## config.mk

```make
export PLATFORM = sky130hd
export DESIGN_NAME = tmp_bus_master
export DESIGN_NICKNAME = d
export VERILOG_FILES = /design/src/rtl/tbm_pkg.sv /design/src/rtl/tbm_handover.sv /design/src/rtl/tbm_phi_gen.sv /design/src/rtl/tbm_cycle_engine.sv /design/src/rtl/tmp_bus_master.sv
export SDC_FILE = /design/constraint.sdc
export NUM_CORES = 1
export LEC_CHECK = 0
export CAP_MARGIN = 10
export CORE_ASPECT_RATIO = 0.7
export CORE_UTILIZATION = 66
export DETAILED_ROUTE_END_ITERATION = 8
export DONT_BUFFER_PORTS = 1
export PLACE_DENSITY = 0.92
export SKIP_LAST_GASP = 1
export SLEW_MARGIN = 20
export SYNTH_ARGS = -nofsm -noshare
export SYNTH_HDL_FRONTEND = slang
export SYNTH_HIERARCHICAL = 1
export SYNTH_SLANG_ARGS = --single-unit
```

## constraint.sdc

```tcl
create_clock -name clk -period 4.9 [get_ports clk]
set_input_delay 0.49 -clock clk [delete_from_list [all_inputs] [get_ports clk]]
set_output_delay 0.49 -clock clk [all_outputs]
set_load 0.1 [all_outputs]
```

## src/rtl/tbm_pkg.sv

```systemverilog
// Shared types for the temporary bus master.
// Assumes: nothing beyond the standard language.
package tbm_pkg;

    // Ownership sequence of the handover controller.
    typedef enum logic [2:0] {
        HO_IDLE   = 3'd0,
        HO_REQ    = 3'd1,
        HO_STAGE1 = 3'd2,
        HO_RUN    = 3'd3,
        HO_REL2   = 3'd4,
        HO_REL1   = 3'd5
    } ho_state_t;

    // Bus-cycle strobe group as driven onto the control lines.
    typedef struct packed {
        logic sync;
        logic stval_n;
        logic dbin;
        logic wr_n;
    } strobe_t;

    // Number of PHI half-periods in one bus cycle (3 PHI periods).
    localparam int unsigned HALVES_PER_CYCLE = 6;

    localparam strobe_t STROBE_IDLE = '{sync: 1'b0, stval_n: 1'b1, dbin: 1'b0, wr_n: 1'b1};

endpackage

```

## src/rtl/tbm_handover.sv

```systemverilog
// Handover controller: requests the bus, then enables the driver groups in
// two steps after the acknowledge, and releases them in reverse order.
// A lost acknowledge drops every enable at the next edge.
// Assumes: hold_ack is synchronous to clk.
module tbm_handover
    import tbm_pkg::*;
(
    input  logic clk,
    input  logic rst_n,
    input  logic run_en,
    input  logic hold_ack,
    output logic tma_req_n,
    output logic stage1,
    output logic stage2,
    output logic running
);

    ho_state_t state, state_nx;

    // Next-state selection for acquisition, run and release.
    always_comb begin
        state_nx = state;
        unique case (state)
            HO_IDLE:   if (run_en) state_nx = HO_REQ;
            HO_REQ:    if (!run_en) state_nx = HO_IDLE;
                       else if (hold_ack) state_nx = HO_STAGE1;
            HO_STAGE1: state_nx = hold_ack ? HO_RUN : HO_IDLE;
            HO_RUN:    if (!hold_ack) state_nx = HO_IDLE;
                       else if (!run_en) state_nx = HO_REL2;
            HO_REL2:   state_nx = hold_ack ? HO_REL1 : HO_IDLE;
            HO_REL1:   state_nx = HO_IDLE;
            default:   state_nx = HO_IDLE;
        endcase
    end

    // State register with synchronous reset.
    always_ff @(posedge clk) begin
        if (!rst_n) state <= HO_IDLE;
        else        state <= state_nx;
    end

    // Output decode of the ownership state.
    always_comb begin
        stage1    = (state == HO_STAGE1) || (state == HO_RUN) || (state == HO_REL2);
        stage2    = (state == HO_RUN);
        running   = (state == HO_RUN);
        tma_req_n = (state == HO_IDLE);
    end

endmodule

```

## src/rtl/tbm_phi_gen.sv

```systemverilog
// PHI generator: divides clk into a bus clock and tracks which half-period
// of the 3-period bus cycle is current. Held at the cycle start when idle.
// Assumes: HALF_DIV >= 1.
module tbm_phi_gen
    import tbm_pkg::*;
#(
    parameter int unsigned HALF_DIV = 25
)(
    input  logic       clk,
    input  logic       rst_n,
    input  logic       running,
    output logic       phi,
    output logic [2:0] half,
    output logic       cyc_end
);

    localparam int unsigned DIV_W = (HALF_DIV > 1) ? $clog2(HALF_DIV) : 1;
    localparam logic [DIV_W-1:0] DIV_LAST = DIV_W'(HALF_DIV - 1);
    localparam logic [2:0] HALF_LAST = 3'(HALVES_PER_CYCLE - 1);

    logic [DIV_W-1:0] div_cnt;
    logic             half_end;

    assign half_end = (div_cnt == DIV_LAST);

    // Divider and half-period counter.
    always_ff @(posedge clk) begin
        if (!rst_n || !running) begin
            div_cnt <= '0;
            half    <= '0;
        end else if (half_end) begin
            div_cnt <= '0;
            half    <= (half == HALF_LAST) ? 3'd0 : half + 3'd1;
        end else begin
            div_cnt <= div_cnt + 1'b1;
        end
    end

    // PHI is high in even halves; cycle ends on the last clock of half 5.
    always_comb begin
        phi     = running && !half[0];
        cyc_end = running && half_end && (half == HALF_LAST);
    end

endmodule

```

## src/rtl/tbm_cycle_engine.sv

```systemverilog
// Cycle engine: decodes bus strobes from the half-period index, keeps the
// address count, latches the cycle kind at each boundary and handles hold.
// Assumes: SYNC_STAGES >= 2, DATA_W <= ADDR_W.
module tbm_cycle_engine
    import tbm_pkg::*;
#(
    parameter int unsigned ADDR_W      = 16,
    parameter int unsigned DATA_W      = 8,
    parameter int unsigned SYNC_STAGES = 2
)(
    input  logic              clk,
    input  logic              rst_n,
    input  logic              running,
    input  logic [2:0]        half,
    input  logic              cyc_end,
    input  logic              hold_sw,
    input  logic              cyc_write,
    output logic [ADDR_W-1:0] addr,
    output logic [DATA_W-1:0] dout,
    output strobe_t           strobes,
    output logic              buzzer
);

    logic [SYNC_STAGES-1:0] hold_pipe;
    logic                   hold_s;
    logic                   wr_mode;
    logic [ADDR_W-1:0]      count;

    assign hold_s = hold_pipe[SYNC_STAGES-1];

    // Hold button synchronizer.
    always_ff @(posedge clk) begin
        if (!rst_n) hold_pipe <= '0;
        else        hold_pipe <= {hold_pipe[SYNC_STAGES-2:0], hold_sw};
    end

    // Cycle kind: tracks the input while idle, latched at each boundary.
    always_ff @(posedge clk) begin
        if (!rst_n)                    wr_mode <= 1'b0;
        else if (!running || cyc_end)  wr_mode <= cyc_write;
    end

    // Address count: one step per completed cycle unless held.
    always_ff @(posedge clk) begin
        if (!rst_n)                  count <= '0;
        else if (cyc_end && !hold_s) count <= count + 1'b1;
    end

    // Strobe decode from the half-period index.
    always_comb begin
        strobes = STROBE_IDLE;
        if (running) begin
            strobes.sync    = (half < 3'd2);
            strobes.stval_n = (half != 3'd3);
            strobes.dbin    = !wr_mode && (half >= 3'd2);
            strobes.wr_n    = !(wr_mode && (half >= 3'd2));
        end
    end

    // Bus values and buzzer.
    always_comb begin
        addr   = count;
        dout   = count[DATA_W-1:0];
        buzzer = hold_s;
    end

endmodule

```

## src/rtl/tmp_bus_master.sv

```systemverilog
// Temporary bus master top: joins the handover controller, PHI generator
// and cycle engine. Outputs are values and enables; external buffers do the
// actual tristating under xfer_stage1/xfer_stage2.
// Assumes: hold_ack synchronous to clk; DATA_W <= ADDR_W.
module tmp_bus_master
    import tbm_pkg::*;
#(
    parameter int unsigned HALF_DIV    = 25,
    parameter int unsigned ADDR_W      = 16,
    parameter int unsigned DATA_W      = 8,
    parameter int unsigned SYNC_STAGES = 2
)(
    input  logic              clk,
    input  logic              rst_n,
    input  logic              run_en,
    input  logic              hold_sw,
    input  logic              cyc_write,
    input  logic              hold_ack,
    output logic              tma_req_n,
    output logic              xfer_stage1,
    output logic              xfer_stage2,
    output logic              dir_master,
    output logic              bus_phi,
    output logic [ADDR_W-1:0] bus_addr,
    output logic [DATA_W-1:0] bus_dout,
    output logic              bus_sync,
    output logic              bus_stval_n,
    output logic              bus_dbin,
    output logic              bus_wr_n,
    output logic              buzzer
);

    logic       running;
    logic [2:0] half;
    logic       cyc_end;
    strobe_t    strobes;

    tbm_handover u_handover (
        .clk       (clk),
        .rst_n     (rst_n),
        .run_en    (run_en),
        .hold_ack  (hold_ack),
        .tma_req_n (tma_req_n),
        .stage1    (xfer_stage1),
        .stage2    (xfer_stage2),
        .running   (running)
    );

    tbm_phi_gen #(.HALF_DIV(HALF_DIV)) u_phi (
        .clk     (clk),
        .rst_n   (rst_n),
        .running (running),
        .phi     (bus_phi),
        .half    (half),
        .cyc_end (cyc_end)
    );

    tbm_cycle_engine #(
        .ADDR_W      (ADDR_W),
        .DATA_W      (DATA_W),
        .SYNC_STAGES (SYNC_STAGES)
    ) u_cycle (
        .clk       (clk),
        .rst_n     (rst_n),
        .running   (running),
        .half      (half),
        .cyc_end   (cyc_end),
        .hold_sw   (hold_sw),
        .cyc_write (cyc_write),
        .addr      (bus_addr),
        .dout      (bus_dout),
        .strobes   (strobes),
        .buzzer    (buzzer)
    );

    // Direction follows ownership of the first driver group; strobes out.
    always_comb begin
        dir_master  = xfer_stage1;
        bus_sync    = strobes.sync;
        bus_stval_n = strobes.stval_n;
        bus_dbin    = strobes.dbin;
        bus_wr_n    = strobes.wr_n;
    end

endmodule

```

== After elaboration in Yosys (flattened, before gate mapping) ==
Index checks and enable logic that the tools add are counted.
Operators by class
  reductions and logical operators: 19
  add/sub/neg operators: 3
  order comparisons: 2
  muxes and demuxes: 10
  eq/ne operators: 10
Operators with widths (count)
  $mux W3: 7
  $add A16 B1 Y16 const B: 1
  $pmux W3 S5: 1
  $eq A3 B2 Y1 const B: 2
  $eq A3 B3 Y1 const B: 2
  $logic_and A1 B1 Y1: 6
  $logic_not A1 Y1: 6
  $ne A3 B3 Y1 const B: 2
  $add A5 B1 Y5 const B: 1
  $eq A5 B5 Y1 const B: 1
  $logic_or A1 B1 Y1: 4
  $mux W4: 1
  $add A3 B1 Y3 const B: 1
  $eq A3 B1 Y1 const B: 1
  $ge A3 B2 Y1 const B: 1
  $logic_not A3 Y1: 1
  $lt A3 B2 Y1 const B: 1
  $ne A3 B2 Y1 const B: 1
  $reduce_and A3 Y1: 1
  $mux W2: 1
  $ne A2 B2 Y1 const B: 1
  $reduce_or A2 Y1: 1
Storage, ports and cells
  word-level logic and storage cells: 50
  flip-flop bits (word level): 30
  output and inout port bits: 34

== Logic depth before layout (Yosys ltp) ==
Gate-level depths: netlist (run 1).
  depth in word-level cells: 4
  gate-level depth with buffers: 8

== Cells and area by module ==
Netlist (run 1), hierarchy kept.
Modules (own cells, without submodules)
  tbm_cycle_engine: area an instance 922.1 sq um, cells each 106, instances 1
  tbm_phi_gen: area an instance 364.1 sq um, cells each 40, instances 1
  tbm_handover: area an instance 168.9 sq um, cells each 21, instances 1
  tmp_bus_master: area an instance 7.5 sq um, cells each 1, instances 1

== Worst setup path before layout (run 1) ==
No wires, ideal clock.
  path type: flip-flop to output port
  start point: reg u_handover.state[1]
  end point: out xfer_stage1
  slack: 1.248 ns
  arrival time: 3.162 ns
  buffers on the path: 1
  stages on the path, launching flop included: 4
  cell sequence: dfxtp_1 -> inv_1 -> o21ai_0 -> buf_4
Between the ends
  longest elaborated chain between the ends: 3
  elaborated cells between the ends (all ways): 5
  classes of those cells: eq/ne (3); reduce/logical (2)
RTL lines
  start: declaration: RTL line tbm_handover.sv:18  | ho_state_t state, state_nx;
  start signal: assignment: RTL line tbm_handover.sv:39  | else state <= state_nx;
  $eq A3 B2 Y1: RTL line tbm_handover.sv:44  | stage1 = (state == HO_STAGE1) || (state == HO_RUN) || (state == HO_REL2);
  $logic_or A1 B1 Y1: RTL line tbm_handover.sv:44
  $logic_or A1 B1 Y1 *: RTL line tbm_handover.sv:44
  end: declaration: RTL line tmp_bus_master.sv:20  | output logic xfer_stage1,
Every way passes the cells marked *; elsewhere a longest branch is shown, timed or not.

== Worst setup path after layout (run 1) ==
  start point: reg u_handover.state[1]
  end point: reg u_cycle.count[14], in the netlist u_cycle/addr[14]
Between the ends
  longest elaborated chain between the ends: 4
RTL lines
  $eq A3 B2 Y1: RTL line tbm_handover.sv:46  | running = (state == HO_RUN);
  $logic_and A1 B1 Y1 (2 in a row): RTL line tbm_phi_gen.sv:42  | cyc_end = running && half_end && (half == HALF_LAST);
  via cyc_end: RTL line tmp_bus_master.sv:35  | logic cyc_end;
  $logic_and A1 B1 Y1: RTL line tbm_cycle_engine.sv:46  | else if (cyc_end && !hold_s) count <= count + 1'b1;
  end signal: assignment: RTL line tbm_cycle_engine.sv:46
  end: declaration: RTL line tbm_cycle_engine.sv:27  | logic [ADDR_W-1:0] count;
The timed path passes the listed nets, and every way through them passes these cells.
A chain may end at the register's enable or synchronous reset.

==> PnR_summary.wiki, run 1 <==
{| class="wikitable"
! Metric !! Value
|-
| Status || complete, no violations
|-
| Number of H-tree levels || 2
|-
| Area of all placed cells without fillers || 1620 um2
|-
| Buffers inserted by post-CTS timing repair || 0
|-
| Element type at the critical path end || flop
|-
| Biggest fanout along the worst timing path || 11
|-
| Data required time of the critical path || 5170 ps
|-
| Post-synthesis xor/xnor area fraction || 0.0659
|-
| Die height || 41.4 um
|-
| Final wirelength || 3.11 mm
|-
| Total of max-cap violations || 0
|-
| Hold slack || 266 ps
|-
| Number of antenna cells inserted || 0
|-
| Total power of the final layout || 0.429 mW
|-
| Number of global-route vias before repair || 1,043
|-
| RSZ-0062 raised after global routing || no
|-
| Sum of negative setup slack || 0 ps
|-
| First drt pass iteration count || 5
|-
| Post-Synthesis Net Count || 177
|-
| Actual slew at the worst max-slew pin || 1140 ps
|-
| Gate count of the mapped netlist || 168
|-
| Maximum cell stage delay along the critical path || 540 ps
|-
| Global routing usage summed across all routing layers || 0.287
|-
| Count of routing violations after the opening detailed-route iteration || 53
|-
| Number of antenna violations at the first check in global routing || 0
|-
| Critical path, cell by cell || and3b_1, buf_4, nand2_1, nor4_1, and4b_1, nand3_1, or4_1, a21oi_1
|-
| Rel. slew slack || 0.241
|-
| Number of warning messages in the yosys log || 6
|-
| Total Die Area || 2410 um2
|-
| Clock tree from TritonCTS || done
|-
| Die X || 58.3 um
|-
| Buffers plus inverters on the worst setup path || 1
|-
| Arrival time at the worst endpoint || 3180 ps
|-
| Number of clock buffers inserted by TritonCTS || 5
|-
| Count of unresolved DRC violations after routing || 0
|-
| Final worst path period need || 2920 ps
|-
| Static power due to leakage || 0.558 nW
|-
| Clk root buf || sky130_fd_sc_hd__clkbuf_4
|-
| Filler instances || 122
|-
| CP Class || reg -> reg
|-
| Final setup violating endpoints || 0
|-
| Final Cycle Share || 0.595
|-
| Count of different cell masters after synthesis || 36
|-
| Type of origin of the critical path || flop
|-
| Placement-stage cell area || 1560 um2
|-
| Post-Synthesis Cell Area || 1460 um2
|-
| Register area share after synthesis || 0.411
|-
| Share of synthesized cell area in full adder, half adder and majority cells || 0.0257
|-
| Max rail drop VDD || 0.168 mV
|-
| Final non-filler cell total || 201
|-
| Cells after DPL || 193
|-
| Master of the slowest instance on the critical path || sky130_fd_sc_hd__or4_1
|-
| Post-synthesis to final-layout area growth || 10.7%
|-
| Final Hold Vio Count || 0
|-
| # port buffers || 0
|-
| Register bit count reported by yosys || 30
|-
| Final antenna-violating net count || 0
|-
| Gp weighted congestion || 0.794
|-
| Number of cell rows || 13
|-
| Fraction of synthesized area in multiplexers || 0.0274
|-
| Starting utilization of the core area || 0.743
|-
| Total number of vias || 1,191
|-
| Clock buffer depth || 2
|-
| Min-Delay Path Class || in -> reg
|-
| Pwr Density || 265 nW/um2
|-
| Area of combinational cells with multiple inputs || 783 um2
|-
| Sum of overflow across all layers after global routing || 0
|-
| CORE AREA || 1970 um2
|-
| Synth Flop Type || sky130_fd_sc_hd__dfxtp_1
|-
| Simple-Gate Fraction of Synth Area || 0.311
|-
| Critical path's top delay family || simple AND/OR/NAND/NOR gates
|-
| IO Pins || 40
|-
| Drt via density || 5.93
|-
| Net count, final || 179
|-
| Post-layout utilization of the core || 0.823
|-
| Average routed wire per standard cell || 15.5 um
|-
| Post-synthesis async set-or-reset flop share || 0
|-
| Share of cells above drive strength 1 || 0.205
|-
| Clock skew after layout || 16.7 ps
|-
| Footprint of the flip-flops and latches || 611 um2
|-
| Clock Pin Slew Worst Setup and Hold Paths || 100 ps
|-
| Post-placement worst setup slack || 2120 ps
|-
| Worst-skew pair later-pin latency || 340 ps
|-
| Post-synthesis average cell area || 8.71 um2
|-
| Gates resized, CTS repair || 0
|-
| Wire length of the first global-routing pass || 4.78 mm
|-
| Number of enable flip-flop cells after synthesis || 0
|-
| Pin count of the biggest net entering global routing || 16
|-
| Area fraction in compound gates after synthesis || 0.0881
|-
| Number of clock sinks seen by CTS || 30
|-
| Main combinational cell family by area after synthesis || simple AND/OR/NAND/NOR gates
|-
| Max-slew violations || 0
|-
| Detailed-placement wirelength estimate || 2.31 mm
|-
| Worst path setup slack after routing || 1980 ps
|-
| Cts hold-fix bufs || 0
|-
| Peak Freq || 343 MHz
|}
## cell families after synthesis
logic type | count (synthesis)
and+or+nand+nor | 80
DFF | 30
AOI/OAI and AO/OA | 22
buffers and inverters | 18
xor gates and xnor gates | 11
muxes | 4
adders and majority gates | 3
## Yosys cell counts, drive strengths merged, types with 4 or more instances
cell / count / area (um2)
dfxtp: 30 / 601
nand2: 17 / 63.8
nor2: 17 / 63.8
buf: 11 / 78.8
a21oi: 10 / 53.8
nand3: 10 / 62.6
inv: 7 / 26.3
o21ai: 7 / 35.0
xor2: 7 / 61.3
nand2b: 6 / 37.5
nor3: 6 / 30.0
mux2i: 4 / 40.0
xnor2: 4 / 35.0
## worst reg2reg max path, stage by stage (launching register included)
cell and delay [ps]:
sky130_fd_sc_hd__dfxtp_1 460, sky130_fd_sc_hd__and3b_1 200, sky130_fd_sc_hd__buf_4 350, sky130_fd_sc_hd__nand2_1 120
sky130_fd_sc_hd__nor4_1 460, sky130_fd_sc_hd__and4b_1 410, sky130_fd_sc_hd__nand3_1 170, sky130_fd_sc_hd__or4_1 540
sky130_fd_sc_hd__a21oi_1 150
## state kept, by name, indices dropped and copies added, names as in the netlist
signal,flops
u_cycle/wr_mode,1
u_handover/state,3
u_cycle/addr,16
u_cycle/hold_pipe,2
u_phi/half,3
u_phi/div_cnt,5
## path summary, 6_finish.rpt
| kind | endpoint | start | slack [ps] | depth (start not counted) |
|---|---|---|---|---|
| setup / recovery | u_cycle/addr[14] | u_handover/state[1] | 1980 | 8 |
| hold / removal | u_cycle/hold_pipe[0] | rst_n | 270 | 1 |
| hold reg to reg | u_cycle/hold_pipe[1] | u_cycle/hold_pipe[0] | 460 | 1 |
| setup reg to reg | u_cycle/addr[14] | u_handover/state[1] | 1980 | 8 |
## power by group
group	switching, mW	internal [mW]	total (mW)	leakage [nW]
Combinational	0.0147	0.00724	0.0220	0.277
Sequential	0.00473	0.246	0.250	0.247
Clock	0.0883	0.0688	0.157	0.0343
## routing by layer
layer	vias up	global-route usage	share of wire
li1	577	-	-
met1	551	0.333	0.43
met2	52	0.463	0.45
met3	11	0.123	0.085
met4	0	0.161	0.030
met5	-	0	0
## layout by cell type (no fill, tap or decap), types with 4 or more instances in the layout
cell and instances:
sky130_fd_sc_hd__a21oi_1 9, sky130_fd_sc_hd__clkbuf_4 5, sky130_fd_sc_hd__dfxtp_1 22, sky130_fd_sc_hd__dfxtp_2 8
sky130_fd_sc_hd__inv_1 7, sky130_fd_sc_hd__mux2i_1 4, sky130_fd_sc_hd__nand2_1 17, sky130_fd_sc_hd__nand2b_1 6
sky130_fd_sc_hd__nand3_1 9, sky130_fd_sc_hd__nor2_1 16, sky130_fd_sc_hd__nor3_1 5, sky130_fd_sc_hd__o21ai_0 6
sky130_fd_sc_hd__xnor2_1 4, sky130_fd_sc_hd__xor2_1 7
## final cells by class
class,instances,area share
timing repair buffer,6,0.0603
sequential,30,0.377
clock buffer,6,0.0317
multi-input combinational,120,0.484
tap,30,0.0232
clock inverter,2,0.00773
inverter,7,0.0162
(Power assumes the default switching activity.)
==> run 2, diff against run 1 <==
--- a/config.mk
+++ b/config.mk
@@ -7,10 +7,10 @@
 export LEC_CHECK = 0
 export CAP_MARGIN = 10
 export CORE_ASPECT_RATIO = 0.7
-export CORE_UTILIZATION = 66
+export CORE_UTILIZATION = 55
 export DETAILED_ROUTE_END_ITERATION = 8
 export DONT_BUFFER_PORTS = 1
-export PLACE_DENSITY = 0.92
+export PLACE_DENSITY = 0.83
 export SKIP_LAST_GASP = 1
 export SLEW_MARGIN = 20
 export SYNTH_ARGS = -nofsm -noshare
==> constraint.sdc (replaced) <==
create_clock -name clk -period 2.64 [get_ports clk]
set_input_delay 0.264 -clock clk [delete_from_list [all_inputs] [get_ports clk]]
set_output_delay 0.264 -clock clk [all_outputs]
set_load 0.1 [all_outputs]
==> run 2 against run 1 <==
  * Clock skew shrank 11 ps
  * First-iteration DRC count grew 3.8%
  * Maximum frequency grew 18%
  * Routed wire length grew 5.3%
  * Power grew 100%
  * Sequential cell count is the same
  * Combinational power grew 98%
  * Final cell count grew 11%
  * Register-to-register slack lost 1800 ps
  * Die area grew 19%
  * Via count grew 5.2%
  * Non-clock buffer count grew 18
  * Critical path type unchanged
  * Largest cell class unchanged
==> PnR_summary.wiki, run 2 (same netlist as run 1, synthesis figures left out) <==
{| class="wikitable"
! Metric !! Value
|-
| Commonest cells after routing, fill and taps aside || sky130_fd_sc_hd__dfxtp_1 (22), sky130_fd_sc_hd__buf_4 (20), sky130_fd_sc_hd__nand2_1 (17), sky130_fd_sc_hd__nor2_1 (16)
|-
| Worst-skew pair later-pin latency || 280 ps
|-
| Number of global-route vias before repair || 1,138
|-
| Type of origin of the critical path || flop
|-
| Pin count of the biggest net entering global routing || 16
|-
| Count of routing violations after the opening detailed-route iteration || 55
|-
| Final setup violating endpoints || 0
|-
| Worst hold endpoint || u_cycle/hold_pipe[0]
|-
| Number of H-tree levels || 2
|-
| Die height || 45.1 um
|-
| Number of clock sinks seen by CTS || 30
|-
| Sum of negative setup slack || 0 ps
|-
| Met2 track utilization from global routing || 0.398
|-
| Number of antenna cells inserted || 0
|-
| Buffers inserted by post-CTS timing repair || 0
|-
| Count of unresolved DRC violations after routing || 0
|-
| Startpoint of the most critical hold path || rst_n
|-
| Critical R2R Launch || u_phi/div_cnt[0]
|-
| Global routing usage on met1 || 0.266
|-
| RSZ-0062 raised after global routing || no
|-
| Cts hold-fix bufs || 0
|-
| Arrival time at the worst endpoint || 2700 ps
|-
| Gates resized, CTS repair || 0
|-
| Global routing's busiest layer || met2
|-
| Max FFs per register || 16
|-
| Number of clock buffers inserted by TritonCTS || 5
|-
| Drt via density || 5.62
|-
| Average routed wire per standard cell || 14.7 um
|-
| Clk root buf || sky130_fd_sc_hd__clkbuf_8
|-
| Clock buffer depth || 2
|-
| Worst hold path stage count || 1
|-
| Hold slack || 106 ps
|-
| Total number of vias || 1,253
|-
| # port buffers || 0
|-
| IO Pins || 40
|-
| Detailed-placement wirelength estimate || 2.47 mm
|-
| Biggest fanout along the worst timing path || 6
|-
| Gp weighted congestion || 0.806
|-
| Share of cells above drive strength 1 || 0.275
|-
| Static power due to leakage || 0.663 nW
|-
| Rel. slew slack || 0.313
|-
| Clock Pin Slew Worst Setup and Hold Paths || 60 ps
|-
| Worst reg2reg path endpoint || u_cycle/addr[11]
|-
| Data required time of the critical path || 2860 ps
|-
| Number of cell rows || 15
|-
| Number of antenna violations at the first check in global routing || 0
|-
| Total Die Area || 2870 um2
|-
| Total of max-cap violations || 0
|-
| Peak Freq || 403 MHz
|-
| CP Class || reg -> reg
|-
| Final wirelength || 3.27 mm
|-
| Setup crit start || u_phi/div_cnt[0]
|-
| Commonest non-fill, non-tap cell in the layout || sky130_fd_sc_hd__dfxtp_1
|-
| Global routing usage summed across all routing layers || 0.238
|-
| Sum of overflow across all layers after global routing || 0
|-
| Final Hold Vio Count || 0
|-
| Final worst path period need || 2480 ps
|-
| Final antenna-violating net count || 0
|-
| Max rail drop VDD || 0.326 mV
|-
| Clock skew after layout || 5.54 ps
|-
| Wire length of the first global-routing pass || 4.93 mm
|-
| Pwr Density || 488 nW/um2
|-
| Net count, final || 197
|-
| Actual slew at the worst max-slew pin || 1030 ps
|-
| Die X || 63.6 um
|-
| Status || complete, no violations
|-
| First drt pass iteration count || 4
|-
| R2R cell count || 8
|-
| Clock tree from TritonCTS || done
|-
| Starting utilization of the core area || 0.586
|-
| Min-Delay Path Class || in -> reg
|-
| CORE AREA || 2500 um2
|-
| Post-synthesis to final-layout area growth || 23.2%
|-
| Reg-to-reg setup timing slack || 160 ps
|-
| Met3 GRT Util || 0.0985
|-
| Final Cycle Share || 0.940
|-
| Element type at the critical path end || flop
|-
| Max-slew violations || 0
|}
[run 2: how the worst max path moves through the flow]
| stage | endpoint | slack, ps |
|---|---|---|
| 5_1_grt | u_cycle/addr[11] | 2 |
| 2_1_floorplan | xfer_stage1 | 50 |
| 4_1_cts | u_cycle/addr[11] | 170 |
| 3_3_place_gp | u_cycle/addr[14] | 330 |
| 6_report | u_cycle/addr[11] | 160 |
| 3_5_place_dp | u_cycle/addr[14] | 210 |
[run 2: layout make-up]
class                           instances  area [um2]
Multi-Input combinational cell        120         796
Fill cell                             193         694
Sequential cell                        30         611
Timing Repair Buffer                   24         235
Clock buffer                            7        86.3
Tap cell                               34        42.5
Inverter                                7        26.3
Clock inverter                          1        5.00
[run 2: layer usage]
metal	up-vias	share of wire	wire length, um
met5	-	0	0
met4	0	0.016	54
met3	7	0.068	222
met2	46	0.48	1560
met1	586	0.44	1440
li1	614	-	-
[run 2: critical path: stages, from the launching register on]
cell and delay (ps):
sky130_fd_sc_hd__dfxtp_1 330, sky130_fd_sc_hd__inv_1 70, sky130_fd_sc_hd__ha_1 210, sky130_fd_sc_hd__nand4b_4 150, sky130_fd_sc_hd__nor4_1 460, sky130_fd_sc_hd__nand2b_1 240
sky130_fd_sc_hd__or2_2 390, sky130_fd_sc_hd__or4_1 430, sky130_fd_sc_hd__a21oi_1 150
[run 2: power breakdown]
group | switching (mW) | total (mW) | leakage [nW] | internal, mW
Sequential | 0.00468 | 0.461 | 0.247 | 0.456
Combinational | 0.0324 | 0.0436 | 0.368 | 0.0112
Clock | 0.166 | 0.375 | 0.0482 | 0.210
Total | 0.203 | 0.880 | 0.663 | 0.677
[run 2: stage by stage]
stage	cells	power, mW	setup slack [ps]	utilization	cell area, um2
after floorplan	168	0.505	48.8	-	1470
after detailed placement	215	0.515	206	0.685	1710
after global placement	215	0.512	329	0.685	1710
final	223	0.880	159	0.722	1800
after global routing	223	0.916	1.92	0.722	1800
after CTS	223	0.890	172	0.722	1800
